--- config.mk ---
export PLATFORM = sky130hd
export DESIGN_NAME = fmdir_top
export DESIGN_NICKNAME = d
export VERILOG_FILES = /design/src/rtl/fmdir_pkg.sv /design/src/rtl/fmdir_store.sv /design/src/rtl/fmdir_first.sv /design/src/rtl/fmdir_top.sv
export SDC_FILE = /design/constraint.sdc
export NUM_CORES = 1
export LEC_CHECK = 0
export CAP_MARGIN = 25
export CORE_ASPECT_RATIO = 1.4
export CORE_MARGIN = 1.5
export CORE_UTILIZATION = 45
export CTS_CLUSTER_SIZE = 16
export DETAILED_ROUTE_END_ITERATION = 8
export SYNTH_ARGS = -nofsm -noshare
export SYNTH_HDL_FRONTEND = slang
export SYNTH_SLANG_ARGS = --single-unit
--- constraint.sdc ---
create_clock -name clk -period 6 [get_ports clk]
set_clock_uncertainty 0.15 [all_clocks]
set_input_delay 0.9 -clock clk [delete_from_list [all_inputs] [get_ports clk]]
set_output_delay 0.9 -clock clk [all_outputs]
set_load 0.01 [all_outputs]
--- src/rtl/fmdir_pkg.sv ---
package fmdir_pkg;

    typedef enum logic [1:0] {
        CMD_INV        = 2'd0,
        CMD_RECALL_SH  = 2'd1,
        CMD_RECALL_INV = 2'd2
    } cmd_kind_e;

    typedef enum logic [1:0] {
        ST_IDLE,
        ST_SEND,
        ST_WAIT,
        ST_REPLY
    } state_e;

    function automatic int unsigned pop64(input logic [63:0] v);
        int unsigned n;
        n = 0;
        for (int k = 0; k < 64; k++) n += int'(v[k]);
        return n;
    endfunction

endpackage

--- src/rtl/fmdir_store.sv ---
module fmdir_store #(
    parameter int BLOCKS = 8,
    parameter int ENT_W  = 5,
    parameter int DATA_W = 16,
    localparam int BLK_W = $clog2(BLOCKS)
) (
    input  logic              clk,
    input  logic              rst,
    input  logic [BLK_W-1:0]  addr,
    output logic [ENT_W-1:0]  rd_ent,
    output logic [DATA_W-1:0] rd_data,
    input  logic              ent_we,
    input  logic [ENT_W-1:0]  ent_wd,
    input  logic              mem_we,
    input  logic [DATA_W-1:0] mem_wd
);
    logic [ENT_W-1:0]  ent_q [BLOCKS];
    logic [DATA_W-1:0] mem_q [BLOCKS];

    assign rd_ent  = ent_q[addr];
    assign rd_data = mem_q[addr];

    always_ff @(posedge clk) begin
        if (rst) begin
            for (int b = 0; b < BLOCKS; b++) begin
                ent_q[b] <= '0;
                mem_q[b] <= DATA_W'(3 * b + 1);
            end
        end else begin
            if (ent_we) ent_q[addr] <= ent_wd;
            if (mem_we) mem_q[addr] <= mem_wd;
        end
    end
endmodule

--- src/rtl/fmdir_first.sv ---
module fmdir_first #(
    parameter int N = 4,
    localparam int IW = $clog2(N)
) (
    input  logic [N-1:0]  vec,
    output logic          found,
    output logic [IW-1:0] idx
);
    always_comb begin
        found = 1'b0;
        idx   = '0;
        for (int k = N - 1; k >= 0; k--) begin
            if (vec[k]) begin
                found = 1'b1;
                idx   = IW'(k);
            end
        end
    end
endmodule

--- src/rtl/fmdir_top.sv ---
module fmdir_top #(
    parameter int NODES  = 4,
    parameter int BLOCKS = 8,
    parameter int DATA_W = 16,
    localparam int NID_W = $clog2(NODES),
    localparam int BLK_W = $clog2(BLOCKS),
    localparam int CNT_W = $clog2(NODES + 1),
    localparam int ENT_W = NODES + 1
) (
    input  logic              clk,
    input  logic              rst,
    input  logic              req_valid,
    output logic              req_ready,
    input  logic [NID_W-1:0]  req_node,
    input  logic [BLK_W-1:0]  req_blk,
    input  logic              req_excl,
    output logic              rsp_valid,
    input  logic              rsp_ready,
    output logic [NID_W-1:0]  rsp_node,
    output logic [DATA_W-1:0] rsp_data,
    output logic              rsp_excl,
    output logic              cmd_valid,
    input  logic              cmd_ready,
    output logic [NID_W-1:0]  cmd_node,
    output logic [BLK_W-1:0]  cmd_blk,
    output logic [1:0]        cmd_kind,
    input  logic              ack_valid,
    output logic              ack_ready,
    input  logic              ack_rev,
    input  logic [DATA_W-1:0] ack_data
);
    import fmdir_pkg::*;

    typedef struct packed {
        logic             dirty;
        logic [NODES-1:0] pres;
    } entry_t;

    state_e           state_q, state_d;
    logic [NID_W-1:0] node_q, node_d;
    logic [BLK_W-1:0] blk_q, blk_d;
    logic             excl_q, excl_d;
    logic             keep_q, keep_d;
    logic [NODES-1:0] tgt_q, tgt_d;
    logic [CNT_W-1:0] cnt_q, cnt_d;
    cmd_kind_e        kind_q, kind_d;

    logic [BLK_W-1:0]  addr;
    logic [ENT_W-1:0]  rd_raw;
    entry_t            ent, ent_new;
    logic [DATA_W-1:0] rd_data;
    logic              ent_we, mem_we;
    logic [NODES-1:0]  scan_vec, bit_req, bit_cur, tgt_rest;
    logic              scan_found;
    logic [NID_W-1:0]  scan_idx;

    assign addr     = (state_q == ST_IDLE) ? req_blk : blk_q;
    assign ent      = entry_t'(rd_raw);
    assign bit_req  = NODES'(1) << req_node;
    assign bit_cur  = NODES'(1) << node_q;
    assign scan_vec = (state_q == ST_IDLE) ? ent.pres : tgt_q;

    fmdir_store #(.BLOCKS(BLOCKS), .ENT_W(ENT_W), .DATA_W(DATA_W)) u_store (
        .clk(clk), .rst(rst), .addr(addr),
        .rd_ent(rd_raw), .rd_data(rd_data),
        .ent_we(ent_we), .ent_wd(ENT_W'(ent_new)),
        .mem_we(mem_we), .mem_wd(ack_data)
    );

    fmdir_first #(.N(NODES)) u_first (
        .vec(scan_vec), .found(scan_found), .idx(scan_idx)
    );

    // Handshake outputs
    assign req_ready = (state_q == ST_IDLE);
    assign cmd_valid = (state_q == ST_SEND) && scan_found;
    assign cmd_node  = scan_idx;
    assign cmd_blk   = blk_q;
    assign cmd_kind  = kind_q;
    assign ack_ready = (state_q == ST_SEND) || (state_q == ST_WAIT);
    assign rsp_valid = (state_q == ST_REPLY);
    assign rsp_node  = node_q;
    assign rsp_data  = rd_data;
    assign rsp_excl  = excl_q | keep_q;
    assign mem_we    = ack_valid && ack_ready && ack_rev;
    assign ent_we    = rsp_valid && rsp_ready && !keep_q;
    assign tgt_rest  = tgt_q & ~(NODES'(1) << scan_idx);

    always_comb begin
        ent_new.dirty = excl_q;
        ent_new.pres  = excl_q ? bit_cur : (ent.pres | bit_cur);
    end

    always_comb begin
        state_d = state_q;
        node_d  = node_q;
        blk_d   = blk_q;
        excl_d  = excl_q;
        keep_d  = keep_q;
        tgt_d   = tgt_q;
        cnt_d   = cnt_q;
        kind_d  = kind_q;
        if (ack_valid && ack_ready) cnt_d = cnt_q - CNT_W'(1);
        case (state_q)
            ST_IDLE: if (req_valid) begin
                node_d = req_node;
                blk_d  = req_blk;
                excl_d = req_excl;
                keep_d = 1'b0;
                tgt_d  = '0;
                cnt_d  = '0;
                kind_d = CMD_INV;
                state_d = ST_REPLY;
                if (ent.dirty) begin
                    if (scan_idx == req_node) begin
                        keep_d = 1'b1;
                    end else begin
                        tgt_d   = NODES'(1) << scan_idx;
                        cnt_d   = CNT_W'(1);
                        kind_d  = req_excl ? CMD_RECALL_INV : CMD_RECALL_SH;
                        state_d = ST_SEND;
                    end
                end else if (req_excl) begin
                    tgt_d = ent.pres & ~bit_req;
                    cnt_d = CNT_W'(pop64(64'(ent.pres & ~bit_req)));
                    if ((ent.pres & ~bit_req) != '0) state_d = ST_SEND;
                end
            end
            ST_SEND: if (cmd_valid && cmd_ready) begin
                tgt_d = tgt_rest;
                if (tgt_rest == '0) state_d = ST_WAIT;
            end
            ST_WAIT: if (cnt_q == '0) state_d = ST_REPLY;
            ST_REPLY: if (rsp_ready) state_d = ST_IDLE;
            default: state_d = ST_IDLE;
        endcase
    end

    always_ff @(posedge clk) begin
        if (rst) begin
            state_q <= ST_IDLE;
            node_q  <= '0;
            blk_q   <= '0;
            excl_q  <= 1'b0;
            keep_q  <= 1'b0;
            tgt_q   <= '0;
            cnt_q   <= '0;
            kind_q  <= CMD_INV;
        end else begin
            state_q <= state_d;
            node_q  <= node_d;
            blk_q   <= blk_d;
            excl_q  <= excl_d;
            keep_q  <= keep_d;
            tgt_q   <= tgt_d;
            cnt_q   <= cnt_d;
            kind_q  <= kind_d;
        end
    end
endmodule

==> run_results.csv <==
group,metric,value,unit
grt,use_met3,3.40,%
grt,grt_pass1_vias,6518,
worst_setup_path,cp.arrival,4160,ps
cells_and_area,syn_to_final_growth,17.5,%
yosys,synth.distinct_cells,62,
clocking,cts_root_buf,"clkbuf_16",
place,pre_cts_ws,1040,ps
grt,met2_usage,46.1,%
clocking,clock_path_buffers,2,
clocking,clkLatencyLatePin,430,ps
cells_and_area,layout_common_cells,"168 x edfxtp_1, 115 x and2_1, 62 x nor2_1",
die,initial_utilization,46.0,%
timing,hold_viol,0,
timing,drv_slew,0,
yosys,syn-num-nets,786,
yosys,synth_top_cells_by_area,"edfxtp_1 57%, and2_1 8.1%, dfxtp_1 4.1%, nor2_1 2.6%, nand2_1 2.6%",
die,rows,60,
worst_setup_path,critPathCaptureType,"output pin",
pwr,p_leak,3.76,nW
route,drt-pass1-iter-count,8,
yosys,synth-seq-area-share,61.0,%
worst_hold_path,holdPathStages,2,
place,dpl.hpwl,16400,µm
clocking,htreeDepth,4,
route,wirelength,25100,µm
place,gp_congestion,0.914,
timing,finalHoldWorstSlack,314,ps
timing,relSlewSlack,33.4,%
yosys,ys_ff_latch,186,
die,die_w,122,µm
grt,grt_pass1_wl,38100,µm
cells_and_area,diodes,0,
yosys,ys.flop_type,"edfxtp_1",
worst_setup_path,path_class,"flip-flop to output pin",
worst_setup_path,reg2reg_slack,1670,ps
pwr,powerDensity,452,nW/µm²
flow_run,maxCapViolCount,0,
timing,fin_tns_setup,0,ps
yosys,async_reset_ff_share,0,%
yosys,yosysTopAreaCellShare,56.9,%
place,port_buffers,58,
pwr,ir_drop,0.226,mV
worst_setup_path,cp_max_fo,28,
cells_and_area,drive_above_1_share,10.9,%
worst_setup_path,rr_worst_depth,8,
timing,max_freq,192,MHz
grt,use_met1,29.0,%
timing,period_share,86.9,%
clocking,post_cts_buffers,0,
grt,grt_busiest_layer,"met2",
die,num_io_pins,59,
die,die_y,169,µm
grt,gr-total-overflow,0,
clocking,cts-hold-fix-buffers,0,
clocking,cts_sinks,186,
worst_hold_path,min_from,"cmd_kind[1]",
route,drt_iter0_markers,639,
yosys,synth_edf_count,168,
yosys,yosys.area.top_type,"edfxtp_1",
clocking,cts_tree,"built",
clocking,clk_pin_slew,70,ps
worst_setup_path,cp.required,4950,ps
yosys,syn_avg_cell_area,11.9,µm²
outcome,status,"finished clean",
cells_and_area,nNetsFinal,853,
grt,grt_antenna_before_repair,0,
route,post_drt_wl_per_cell,23.3,µm
grt,grt_max_degree,29,
worst_hold_path,hold_end,"cmd_kind[1]",
worst_setup_path,reg2reg_to,"u_store.mem_q[2][11]",
cells_and_area,final_common_cell,"edfxtp_1",
route,drc,0,
worst_setup_path,reg2reg_from,"state_q[0]",
timing,setup_viol,0,
route,via_count,6408,
yosys,synth_area,8870,µm²
timing,fin_ws,787,ps
clocking,cts-resized-gates,0,
timing,grt_setup_unrepaired,"false",
pwr,power,4.71,mW
clocking,cts_buffers,17,
route,routed_via_density,5.96,
route,ant_nets,0,
timing,period_minus_slack,5210,ps
yosys,ys_warn_count,0,
die,core-area,19300,µm²
yosys,synth_cells,747,
timing,worst_pin_slew,998,ps
worst_hold_path,hold_class,"flip-flop to flip-flop",
die,die_area,20600,µm²
worst_setup_path,startpoint_type,"flip-flop",
grt,grt.total_usage,25.3,%
## cells in the mapped netlist (2+ instances only)
| cell | n |
|---|---|
| ha_1 | 9 |
| and3_1 | 9 |
| o221ai_1 | 10 |
| a22oi_1 | 29 |
| o31ai_1 | 3 |
| nor2_1 | 62 |
| a21o_1 | 4 |
| nor2b_1 | 2 |
| a31oi_1 | 9 |
| mux2_4 | 2 |
| nor3_1 | 11 |
| edfxtp_1 | 168 |
| nand2_1 | 61 |
| or3_1 | 8 |
| nand4_1 | 2 |
| a32oi_1 | 3 |
| buf_6 | 2 |
| mux2_2 | 4 |
| o21ai_0 | 15 |
| a221o_1 | 5 |
| nand3_1 | 8 |
| a221oi_1 | 17 |
| and2_1 | 115 |
| clkbuf_1 | 31 |
| buf_2 | 3 |
| nand3b_1 | 3 |
| a211oi_1 | 4 |
| a21oi_1 | 26 |
| buf_1 | 4 |
| mux2i_1 | 10 |
| o21a_1 | 5 |
| dfxtp_1 | 18 |
| a22o_1 | 14 |
| nand2b_1 | 14 |
| o211ai_1 | 3 |
| inv_1 | 19 |
| a222oi_1 | 4 |
| or2_2 | 7 |
## worst max-delay path, stage by stage (launching register included)
cell and delay, ps:
dfxtp_1 340, inv_1 100, ha_1 640, mux2_2 810, nand2_1 360, nor2_1 280
buf_4 260, a22o_1 150, a221oi_1 50, o221ai_1 130, clkdlybuf4s50_1 590
## metrics by stage
step | area, µm² | utilization, % | instances
after floorplan | 8870 | - | 747
after CTS | 10400 | 54.0 | 1074
after detailed placement | 9850 | 51.0 | 1042
after global placement | 9850 | 51.0 | 1042
after global routing | 10400 | 54.0 | 1075
final | 10400 | 54.0 | 1075
## report_power, final
part           leakage [nW]  switching [mW]  internal [mW]  total, mW
sequential             1.82          0.0536           1.50       1.55
combinational          1.67            1.26          0.797       2.06
clock                 0.267           0.517          0.582       1.10
total                  3.76            1.83           2.87       4.71
## final cells by class
type	count	area [µm²]
Inverter	19	71.3
Clock buffer	18	429
Tap cell	248	310
Sequential cell	186	5410
Timing Repair Buffer	88	806
Fill cell	1664	8870
Multi-Input combinational cell	502	3260
Clock inverter	14	139
## cells by family after synthesis
group	Yosys count	synth area share, %
AO/OA/AOI/OAI	168	14.5
XOR/XNOR	2	0.198
adder cells (fa/ha/maj)	10	1.50
buffers and inverters	59	2.71
flip-flops	186	61.0
multiplexers	18	2.36
AND/OR/NAND/NOR	304	17.8
## registers in the layout, summed over array words and instances, names as in the netlist
name and cells:
rsp_node 2, u_store.mem_q 128, cmd_blk 3, cmd_kind 2
keep_q 1, state_q 2, excl_q 1, u_store.ent_q 40
tgt_q 4, cnt_q 3
## routing by layer
| metal | wire length (µm) | up-vias | share of wire (%) |
|---|---|---|---|
| li1 | - | 2919 | - |
| met1 | 9400 | 3179 | 38 |
| met2 | 13600 | 254 | 54 |
| met3 | 1180 | 56 | 4.7 |
| met4 | 900 | 0 | 3.6 |
| met5 | 0 | - | 0 |
## worst max path at each step
stage,start,endpoint,slack [ps],depth (start not counted)
4_1_cts,state_q[0],rsp_data[14],800,10
2_1_floorplan,req_blk[0],u_store.mem_q[2][0],2330,6
5_1_grt,state_q[0],rsp_data[14],600,10
3_3_place_gp,req_blk[2],cmd_valid,1070,7
3_5_place_dp,req_blk[2],rsp_data[14],1040,9
6_report,state_q[1],rsp_data[14],790,10
No activity file was read; power rests on OpenSTA's default activity.
